File: config.mk
export PLATFORM = sky130hd
export DESIGN_NAME = adc_pwr_seq
export DESIGN_NICKNAME = d
export VERILOG_FILES = /design/src/rtl/adc_seq_pkg.sv /design/src/rtl/adc_seq_stab.sv /design/src/rtl/adc_seq_dly.sv /design/src/rtl/adc_seq_rbuf.sv /design/src/rtl/adc_seq_ctrl.sv /design/src/rtl/adc_pwr_seq.sv
export SDC_FILE = /design/constraint.sdc
export NUM_CORES = 1
export LEC_CHECK = 0
export BUFFER_PORTS_ARGS = -buffer_cell sky130_fd_sc_hd__buf_2
export CAP_MARGIN = 30
export CORE_MARGIN = 2
export CORE_UTILIZATION = 30
export CTS_CLUSTER_SIZE = 25
export DETAILED_ROUTE_END_ITERATION = 10
export PLACE_DENSITY = 0.58
export SLEW_MARGIN = 30
export SYNTH_ARGS = -nofsm -noshare
export SYNTH_HDL_FRONTEND = slang
export SYNTH_SLANG_ARGS = --single-unit
File: constraint.sdc
create_clock -name clk -period 3.1 [get_ports clk]
set_input_delay 0.775 -clock clk [delete_from_list [all_inputs] [get_ports clk]]
set_output_delay 0.775 -clock clk [all_outputs]
set_load 0.01 [all_outputs]
File: src/rtl/adc_seq_pkg.sv
package adc_seq_pkg;
  typedef enum logic [1:0] {
    ST_IDLE = 2'd0,
    ST_DLY  = 2'd1,
    ST_CONV = 2'd2
  } seq_state_e;
endpackage

File: src/rtl/adc_seq_stab.sv
// Settling counter: ready rises after STAB_CYC cycles without clr.
module adc_seq_stab #(
  parameter int STAB_CYC = 8
) (
  input  logic clk,
  input  logic rst,
  input  logic clr,
  output logic ready
);
  generate
    if (STAB_CYC == 0) begin : g_nowait
      always_ff @(posedge clk) begin
        if (rst || clr) ready <= 1'b0;
        else            ready <= 1'b1;
      end
    end else begin : g_count
      localparam int CW = $clog2(STAB_CYC + 1);
      localparam logic [CW-1:0] LAST = CW'(STAB_CYC - 1);
      logic [CW-1:0] cnt;
      always_ff @(posedge clk) begin
        if (rst || clr) begin
          cnt   <= '0;
          ready <= 1'b0;
        end else if (!ready) begin
          cnt <= cnt + 1'b1;
          if (cnt == LAST) ready <= 1'b1;
        end
      end
    end
  endgenerate
endmodule

File: src/rtl/adc_seq_dly.sv
// Start-delay counter: expired is high in the DLY_CYC-th cycle of run.
module adc_seq_dly #(
  parameter int DLY_CYC = 4
) (
  input  logic clk,
  input  logic rst,
  input  logic run,
  output logic expired
);
  generate
    if (DLY_CYC <= 1) begin : g_short
      assign expired = run;
    end else begin : g_count
      localparam int CW = $clog2(DLY_CYC);
      localparam logic [CW-1:0] LAST = CW'(DLY_CYC - 1);
      logic [CW-1:0] cnt;
      always_ff @(posedge clk) begin
        if (rst || !run) cnt <= '0;
        else             cnt <= cnt + 1'b1;
      end
      assign expired = run && (cnt == LAST);
    end
  endgenerate
endmodule

File: src/rtl/adc_seq_rbuf.sv
// Result buffer: no reset, so its contents survive device reset.
module adc_seq_rbuf #(
  parameter int DATA_W = 12
) (
  input  logic              clk,
  input  logic              we,
  input  logic [DATA_W-1:0] din,
  output logic [DATA_W-1:0] dout
);
  always_ff @(posedge clk) begin
    if (we) dout <= din;
  end
endmodule

File: src/rtl/adc_seq_ctrl.sv
module adc_seq_ctrl
  import adc_seq_pkg::*;
(
  input  logic clk,
  input  logic rst,
  input  logic en,
  input  logic rc_sel,
  input  logic idle_stop,
  input  logic irq_en,
  input  logic cpu_sleep,
  input  logic cpu_idle,
  input  logic start_req,
  input  logic conv_done,
  input  logic ready,
  input  logic dly_exp,
  output seq_state_e state,
  output logic wr,
  output logic irq_q,
  output logic pdown_q,
  output logic apwr_q
);
  seq_state_e state_d;
  logic halt, accept, done_acc, pdown_d;

  assign halt     = !en || (cpu_sleep && !rc_sel) || (cpu_idle && idle_stop);
  assign accept   = (state == ST_IDLE) && start_req && ready && !halt && !pdown_q;
  assign done_acc = (state == ST_CONV) && !halt && conv_done;
  assign wr       = done_acc;

  always_comb begin
    state_d = state;
    unique case (state)
      ST_IDLE: if (accept) state_d = rc_sel ? ST_DLY : ST_CONV;
      ST_DLY: begin
        if (halt)         state_d = ST_IDLE;
        else if (dly_exp) state_d = ST_CONV;
      end
      ST_CONV: if (halt || conv_done) state_d = ST_IDLE;
      default: state_d = ST_IDLE;
    endcase
  end

  always_comb begin
    pdown_d = pdown_q;
    if (!en || !cpu_sleep)                     pdown_d = 1'b0;
    else if (done_acc && !irq_en)              pdown_d = 1'b1;
  end

  always_ff @(posedge clk) begin
    if (rst) begin
      state   <= ST_IDLE;
      irq_q   <= 1'b0;
      pdown_q <= 1'b0;
      apwr_q  <= 1'b0;
    end else begin
      state   <= state_d;
      irq_q   <= done_acc && irq_en;
      pdown_q <= pdown_d;
      apwr_q  <= en && !pdown_d;
    end
  end
endmodule

File: src/rtl/adc_pwr_seq.sv
module adc_pwr_seq
  import adc_seq_pkg::*;
#(
  parameter int DATA_W   = 12,
  parameter int STAB_CYC = 8,
  parameter int INSTR_CYC = 4
) (
  input  logic              clk,
  input  logic              rst,
  input  logic              en,
  input  logic              rc_sel,
  input  logic              idle_stop,
  input  logic              irq_en,
  input  logic              cpu_sleep,
  input  logic              cpu_idle,
  input  logic              start_req,
  input  logic              conv_done,
  input  logic [DATA_W-1:0] conv_data,
  output logic              busy,
  output logic [DATA_W-1:0] result,
  output logic              irq_wake,
  output logic              aclk_en,
  output logic              apwr_en
);
  seq_state_e state;
  logic ready, dly_exp, wr, pdown_q;

  adc_seq_stab #(.STAB_CYC(STAB_CYC)) u_stab (
    .clk(clk), .rst(rst), .clr(!en || pdown_q), .ready(ready)
  );

  adc_seq_dly #(.DLY_CYC(INSTR_CYC)) u_dly (
    .clk(clk), .rst(rst), .run(state == ST_DLY), .expired(dly_exp)
  );

  adc_seq_ctrl u_ctrl (
    .clk(clk), .rst(rst), .en(en), .rc_sel(rc_sel), .idle_stop(idle_stop),
    .irq_en(irq_en), .cpu_sleep(cpu_sleep), .cpu_idle(cpu_idle),
    .start_req(start_req), .conv_done(conv_done), .ready(ready),
    .dly_exp(dly_exp), .state(state), .wr(wr), .irq_q(irq_wake),
    .pdown_q(pdown_q), .apwr_q(apwr_en)
  );

  adc_seq_rbuf #(.DATA_W(DATA_W)) u_rbuf (
    .clk(clk), .we(wr), .din(conv_data), .dout(result)
  );

  assign busy    = (state != ST_IDLE);
  assign aclk_en = (state == ST_CONV);
endmodule

==> flow_summary.ini, run 1 <==
[run_status]
status = complete, no violations

[clock_network]
post_cts_buffers = 0
clock-root-buffer = clkbuf_4
clk_pin_slew_worst_paths_ns = 0.12
cts_made_buffers = 3
cts_tree = done
clk_latency_ns = 0.30
cts_sinks = 24
htree_num_levels = 1
ctsResizeCount = 0
cts_buffer_depth = 2
ctsHoldBuffers = 0

[timing]
rsz0062_at_grt = no
hold_slack_ns = 0.442
worst_pin_slew_ns = 0.959
setup_viol = 0
skew_ns = 0.00126
timing.final.crit_share_pct = 63.4
min_period_ns = 1.97
finalHoldViolations = 0
max-slew-margin-rel_pct = 35.8
setup_tns_ns = 0
drv_slew = 0
fmax_mhz = 508

[worst_setup_path]
startpoint = u_ctrl.state[1]$_SDFFE_PP0P_
worst_setup_path_start_kind = flop
crit_chain = nor2b_1 > buf_2
worst-r2r-cell-count = 2
rr_endpoint = u_rbuf.dout[10]$_DFFE_PP_
cpPeakStageDelay_ns = 0.48
cp-endpoint = aclk_en
rrSetupSlack_ns = 1.32
required_ns = 2.32
critPathSlowestCell = dfxtp_1
arrival_ns = 1.19
r2r-start = u_ctrl.state[1]$_SDFFE_PP0P_
crit_path_max_fanout = 8
setup.worst_path.class = flop to primary output
cp-end-kind = primary output

[global_route]
grt_pass1_wl_microns = 2450
grt.total_usage_pct = 9.44
antenna_found_initial = 0
gr-total-overflow = 0
grt_pass1_vias = 585
grt_start_max_net_pins = 14

[route]
drcViolationCount = 0
firstDrtPassIters = 4
vias = 636
drt-vias-per-instance = 4.61
wl_per_cell_microns = 11.6
wl_microns = 1600
drt_iter0_markers = 6
ant_nets = 0

[logic_synthesis]
synthFlopType = edfxtp_1
netlist_top_cells_area = edfxtp_1, dfxtp_1, nor2_1, ha_1, a31oi_1
synth.net_count = 91
yosys.area.top_type_share_pct = 40.6
syn_area_per_cell_sq_um = 13.2
synth-warning-count = 0
synth_seq_cells = 24
ys_types = 23
ys_seq_area_share_pct = 67.7
synth_top_area_cell = edfxtp_1
async_reset_ff_share_pct = 0
syn-instance-count = 67
synth-edff-count = 12
syn-cell-area_sq_um = 887
ys_top_cells_by_count = dfxtp_1, edfxtp_1, nor2_1

[finish]
antenna_cells = 0
fillers = 267
layout-drive-gt1-share_pct = 40.2
multi_input_area_sq_um = 270
regArea_sq_um = 601
syn2layout_area_growth_pct = 27.6
nNetsFinal = 132

[placed_design]
routabilityCongestion = 0.766
port_buffers = 37
place.detailed.hpwl_microns = 1260

[die]
die_width_microns = 58.4
core_sq_um = 2780
start_util_pct = 31.9
rows = 19
io_pins = 38
die_h_microns = 58.4
dieArea_sq_um = 3410

[power]
power_density_nw_per_um2 = 439
peakVddDrop_uv = 238
p_leak_nw = 0.487

[hold_path]
hold_class = flop to flop

[job]
max-cap-violations = 0
-- how the worst min path moves through the flow --
stage                                     from                               to  slack, ns  cells after the start
2_1_floorplan  u_dly.g_count.cnt[0]$_SDFF_PP0_  u_dly.g_count.cnt[0]$_SDFF_PP0_       0.40                      1
5_1_grt        u_dly.g_count.cnt[0]$_SDFF_PP0_  u_dly.g_count.cnt[0]$_SDFF_PP0_       0.45                      1
4_1_cts        u_dly.g_count.cnt[0]$_SDFF_PP0_  u_dly.g_count.cnt[0]$_SDFF_PP0_       0.45                      1
3_3_place_gp   u_dly.g_count.cnt[0]$_SDFF_PP0_  u_dly.g_count.cnt[0]$_SDFF_PP0_       0.41                      1
6_report       u_dly.g_count.cnt[0]$_SDFF_PP0_  u_dly.g_count.cnt[0]$_SDFF_PP0_       0.44                      1
3_5_place_dp   u_dly.g_count.cnt[0]$_SDFF_PP0_  u_dly.g_count.cnt[0]$_SDFF_PP0_       0.43                      1
-- layer usage --
metal	vias to the layer above	global-route usage [%]	wire, microns
li1	322	-	-
met1	283	12.0	728
met2	29	14.6	657
met3	2	3.96	204
met4	0	2.99	10
met5	-	0	0
-- area by class of cell --
cell class                      count  share of cell area, %
Multi-Input combinational cell     39                   23.9
Sequential cell                    24                   53.0
Inverter                            3                  0.994
Timing Repair Buffer               37                   16.4
Clock buffer                        3                   1.99
Clock inverter                      1                  0.331
Tap cell                           31                   3.43
-- power breakdown --
group          total (mW)  switching (mW)  leakage, nW  internal, mW
sequential          0.336         0.00122        0.205         0.335
clock               0.135          0.0880       0.0154        0.0469
combinational      0.0263          0.0120        0.266        0.0143
total               0.497           0.101        0.487         0.396
-- critical path, delay by kind of cell (launching register included) --
| kind | cells | cell delay (ns) |
|---|---|---|
| buf+inv | 1 | 0.17 |
| flops | 1 | 0.48 |
| simple gates | 1 | 0.24 |
-- flip-flops by register name (all words and copies together), names as in the netlist --
signal,count
u_rbuf.dout,12
u_stab.g_count.cnt,4
u_ctrl.state,2
u_dly.g_count.cnt,2
u_ctrl.apwr_q,1
u_ctrl.irq_q,1
u_ctrl.pdown_q,1
u_stab.ready,1
-- kinds of logic after synthesis --
| family | Yosys count | share of synthesized area [%] |
|---|---|---|
| AOI/OAI and AO/OA | 5 | 3.95 |
| xor gates and xnor gates | 3 | 2.96 |
| adders and majority gates | 2 | 2.82 |
| buffers and inverters | 4 | 1.83 |
| DFF | 24 | 67.7 |
| muxes | 1 | 1.13 |
| and+or+nand+nor | 28 | 19.6 |
-- cells in the final DEF, fill, tap and decap left out, types with 3 or more instances in the layout --
cell       n
a31oi_1    3
buf_2     37
clkbuf_4   3
dfxtp_1   12
edfxtp_1  12
inv_1      3
nand2b_1   3
nand3_1    3
nor2_1     8
nor2b_1    3
-- per-stage QoR --
step / cell area [sq um] / cells / utilization [%] / power, mW / setup WS [ns]
after floorplan: 887 / 67 / - / 0.352 / 1.25
after global placement: 1110 / 134 / 39.8 / 0.369 / 0.991
after detailed placement: 1110 / 134 / 39.8 / 0.370 / 0.904
after CTS: 1130 / 138 / 40.7 / 0.505 / 1.10
after global routing: 1130 / 138 / 40.7 / 0.519 / 1.02
final: 1130 / 138 / 40.7 / 0.497 / 1.13
Note: power is estimated with default switching activity, not from simulation.
==> inputs of run 2 (changes only) <==
==> constraint.sdc (replaced) <==
create_clock -name clk -period 2 [get_ports clk]
set_input_delay 0.5 -clock clk [delete_from_list [all_inputs] [get_ports clk]]
set_output_delay 0.5 -clock clk [all_outputs]
set_load 0.01 [all_outputs]
==> run 2 against run 1 <==
Routed wire length up 0.94%. Sequential power up 55%. Clock power rose to 2.5 times the previous value. First-iteration DRC count up 67%. Die area unchanged. Register-to-register slack worse by 0.59 ns. Worst setup slack worse by 0.87 ns. Power up 81%.
==> flow_summary.ini, run 2 (synthesis gave the netlist of run 1 again) <==
[worst_setup_path]
cp-end-kind = primary output
required_ns = 1.50
cp_num_buf_inv = 1
critPathTopFamily = flip-flops
crit_path_max_fanout = 8
arrival_ns = 1.24
cpPeakStageDelay_ns = 0.48
worst_setup_path_start_kind = flop
crit_chain = nor2b_1 > buf_2
setup.worst_path.class = flop to primary output
critPathSlowestCell = dfxtp_1

[finish]
layout_common_cells = buf_2, dfxtp_1, edfxtp_1
final_area_sq_um = 1170
antenna_cells = 0
top_register = u_rbuf.dout
syn2layout_area_growth_pct = 31.5
largest_reg_flops = 12
layout-drive-gt1-share_pct = 41.7
final_util_pct = 41.9
nNetsFinal = 133
layout.cells.most_common = buf_2
largestRegisters = u_rbuf.dout (12), u_stab.g_count.cnt (4)

[global_route]
grt_pass1_wl_microns = 2550
gr-total-overflow = 0
grt.total_usage_pct = 9.75
grt_start_max_net_pins = 15
grt_pass1_vias = 619
antenna_found_initial = 0

[timing]
max-slew-margin-rel_pct = 74.1
min_period_ns = 1.74
drv_slew = 0
worst_pin_slew_ns = 0.383
setup_tns_ns = 0
finalHoldViolations = 0
timing.final.crit_share_pct = 86.9
skew_ns = 0.000952
fmax_mhz = 576
setup_slack_ns = 0.262
setup_viol = 0
rsz0062_at_grt = no

[clock_network]
htree_num_levels = 1
cts_tree = done
clk_latency_ns = 0.30
cts_buffer_depth = 2
ctsHoldBuffers = 0
cts_made_buffers = 3
cts_sinks = 24
ctsResizeCount = 0
clk_pin_slew_worst_paths_ns = 0.13
post_cts_buffers = 0
clock-root-buffer = clkbuf_4

[route]
drcViolationCount = 0
firstDrtPassIters = 4
ant_nets = 0
drt_iter0_markers = 10
wl_per_cell_microns = 11.6
drt-vias-per-instance = 4.72
wl_microns = 1620
vias = 656

[die]
io_pins = 38
start_util_pct = 31.9
die_h_microns = 58.4
rows = 19
die_width_microns = 58.4
dieArea_sq_um = 3410
core_sq_um = 2780

[placed_design]
place.detailed.hpwl_microns = 1290
port_buffers = 37
routabilityCongestion = 0.762
place_area_sq_um = 1110
place_ws_ns = 0.615

[power]
p_leak_nw = 0.505
peakVddDrop_uv = 403
power_density_nw_per_um2 = 772

[job]
max-cap-violations = 0

[run_status]
status = complete, no violations

[hold_path]
hold_class = input port to flop
run 2: cell types whose count changed in the layout (fill, tap and decap cells not counted), sizes merged:
cell    previous run  this run
buf               37        38
bufinv             0         1
clkinv             1         0
run 2: stage by stage:
stage               hold slack [ns]  cells  total power, mW
floorplan                     0.405     67            0.546
global placement              0.413    135            0.573
detailed placement            0.425    135            0.573
CTS                           0.348    139            0.915
global route                  0.337    139            0.931
finish                        0.363    139            0.900
run 2: worst paths after layout:
check                           cells past startpoint  slack [ns]                               to                            start
worst min register to register                      1        0.44  u_dly.g_count.cnt[0]$_SDFF_PP0_  u_dly.g_count.cnt[0]$_SDFF_PP0_
worst max-delay path                                2        0.26                          aclk_en     u_ctrl.state[1]$_SDFFE_PP0P_
worst min-delay path                                1        0.36         u_rbuf.dout[4]$_DFFE_PP_                     conv_data[4]
worst max register to register                      3        0.73         u_rbuf.dout[7]$_DFFE_PP_     u_ctrl.state[1]$_SDFFE_PP0P_
run 2: power by group:
part	total [mW]	internal (mW)	switching (mW)	leakage, nW
logic	0.0413	0.0223	0.0190	0.272
clock network	0.338	0.202	0.136	0.0279
registers	0.521	0.519	0.00194	0.205
run 2: cell type report:
type                            count  area [sq um]
Timing Repair Buffer               38           193
Clock buffer                        3          22.5
Clock inverter                      1          30.0
Inverter                            3          11.3
Multi-Input combinational cell     39           270
Tap cell                           31          38.8
Fill cell                         274          1620
Sequential cell                    24           601
run 2: worst register-to-register path, delay by kind of cell, from the launching register on:
| kind | cells | cell delay, ns |
|---|---|---|
| flops | 1 | 0.48 |
| simple gates | 2 | 0.30 |
| buf+inv | 1 | 0.20 |
run 2: routing by layer:
layer	track usage [%]	up-vias	share of wire, %
li1	-	323	-
met1	11.5	291	41
met2	16.1	40	44
met3	3.74	2	14
met4	3.65	0	0.62
met5	0	-	0
==> inputs of run 3 (changes only) <==
--- a/config.mk
+++ b/config.mk
@@ -12,6 +12,7 @@
 export CTS_CLUSTER_SIZE = 25
 export DETAILED_ROUTE_END_ITERATION = 10
 export PLACE_DENSITY = 0.58
+export SETUP_SLACK_MARGIN = 0.3
 export SLEW_MARGIN = 30
 export SYNTH_ARGS = -nofsm -noshare
 export SYNTH_HDL_FRONTEND = slang
==> run 3 against run 2 <==
Final area up 0.43%. Clock-buffer cell count stayed put. Routed wire length is 1.7% lower. Fmax rose by 8.4%. Worst setup slack improved by 0.13 ns. Power decreased by 0.18%. First-iteration DRC count unchanged.
==> flow_summary.ini, run 3 (synthesis gave the netlist of run 1 again) <==
[placed_design]
place.detailed.hpwl_microns = 1290
port_buffers = 37
routabilityCongestion = 0.762

[route]
drt_iter0_markers = 10
drcViolationCount = 0
vias = 653
wl_microns = 1590
drt-vias-per-instance = 4.70
firstDrtPassIters = 4
ant_nets = 0
wl_per_cell_microns = 11.4

[timing]
max-slew-margin-rel_pct = 74.8
rsz0062_at_grt = no
setup_tns_ns = 0
skew_ns = 0.00147
worst_pin_slew_ns = 0.373
drv_slew = 0
finalHoldViolations = 0
fmax_mhz = 624
setup_viol = 0
min_period_ns = 1.60
timing.final.crit_share_pct = 80.2

[worst_setup_path]
cp-end-kind = primary output
crit_path_max_fanout = 8
worst-r2r-cell-count = 3
required_ns = 1.50
setup.worst_path.class = flop to primary output
arrival_ns = 1.10
r2r-start = u_ctrl.state[0]$_SDFFE_PP0P_
rrSetupSlack_ns = 0.78
rr_endpoint = u_rbuf.dout[3]$_DFFE_PP_
worst_setup_path_start_kind = flop

[finish]
layout_common_cells = buf_2, edfxtp_1, dfxtp_1
nNetsFinal = 133
final_util_pct = 42.1
syn2layout_area_growth_pct = 32.0
largest_reg_flops = 12
antenna_cells = 0
layout-drive-gt1-share_pct = 44.4
largestRegisters = u_rbuf.dout (12), u_stab.g_count.cnt (4)
layout.cells.most_common = buf_2
top_register = u_rbuf.dout
fillers = 272

[global_route]
grt.total_usage_pct = 9.75
gr-total-overflow = 0
grt_pass1_vias = 619
grt_pass1_wl_microns = 2550
grt_start_max_net_pins = 15
antenna_found_initial = 0

[die]
die_width_microns = 58.4
die_h_microns = 58.4
dieArea_sq_um = 3410
io_pins = 38
start_util_pct = 31.9
rows = 19
core_sq_um = 2780

[clock_network]
ctsHoldBuffers = 0
cts_sinks = 24
clock-root-buffer = clkbuf_4
cts_made_buffers = 3
clk_pin_slew_worst_paths_ns = 0.12
clk_latency_ns = 0.30
cts_buffer_depth = 2
post_cts_buffers = 0
cts_tree = done
htree_num_levels = 1

[hold_path]
whs_endpoint = u_rbuf.dout[8]$_DFFE_PP_
hp-start = conv_data[8]
min_path_cells = 1
hold_class = input port to flop

[power]
p_leak_nw = 0.506
total_power_uw = 898
power_density_nw_per_um2 = 767
peakVddDrop_uv = 402

[job]
max-cap-violations = 0

[run_status]
status = complete, no violations
run 3: cell type report:
| type | count | area [sq um] | share of cell area, % |
|---|---|---|---|
| Sequential cell | 24 | 603 | 51.5 |
| Tap cell | 31 | 38.8 | 3.31 |
| Timing Repair Buffer | 38 | 193 | 16.5 |
| Clock inverter | 1 | 30.0 | 2.56 |
| Inverter | 3 | 11.3 | 0.962 |
| Multi-Input combinational cell | 39 | 273 | 23.3 |
| Clock buffer | 3 | 22.5 | 1.92 |
run 3: routing by layer:
| layer | up-vias | share of wire [%] | GRT usage [%] |
|---|---|---|---|
| li1 | 325 | - | - |
| met1 | 297 | 42 | 11.5 |
| met2 | 29 | 44 | 16.1 |
| met3 | 2 | 13 | 3.74 |
| met4 | 0 | 0.63 | 3.65 |
| met5 | - | 0 | 0 |
run 3: what timing repair did:
item                                   CTS  global route
endpoints found under the hold margin    0             0
pin swaps                                0             0
setup endpoints to repair                1             2
resized for setup                        1             2
run 3: power by group:
group | internal (mW) | switching, mW
registers | 0.519 | 0.00195
clock network | 0.202 | 0.134
logic | 0.0223 | 0.0188
run 3: critical path, cell delays in order (launching register included):
cell and delay (ns):
dfxtp_2 0.38, or2_2 0.29, buf_2 0.14
run 3: through the flow:
stage	area, sq um	cells	hold WS, ns	setup slack [ns]
global route	1170	139	0.337	0.339
CTS	1170	139	0.348	0.334
global placement	1110	135	0.413	0.641
detailed placement	1110	135	0.425	0.615
floorplan	887	67	0.405	0.423
finish	1170	139	0.364	0.397
run 3: worst max-delay path by stage:
stage,start,end,slack (ns),cells past startpoint
after floorplan,conv_done,u_rbuf.dout[0]$_DFFE_PP_,0.42,2
after global placement,en,u_rbuf.dout[10]$_DFFE_PP_,0.64,4
after detailed placement,conv_done,u_rbuf.dout[4]$_DFFE_PP_,0.61,4
after CTS,u_ctrl.state[1]$_SDFFE_PP0P_,aclk_en,0.33,2
after global routing,u_ctrl.state[0]$_SDFFE_PP0P_,busy,0.34,2
final,u_ctrl.state[0]$_SDFFE_PP0P_,busy,0.40,2
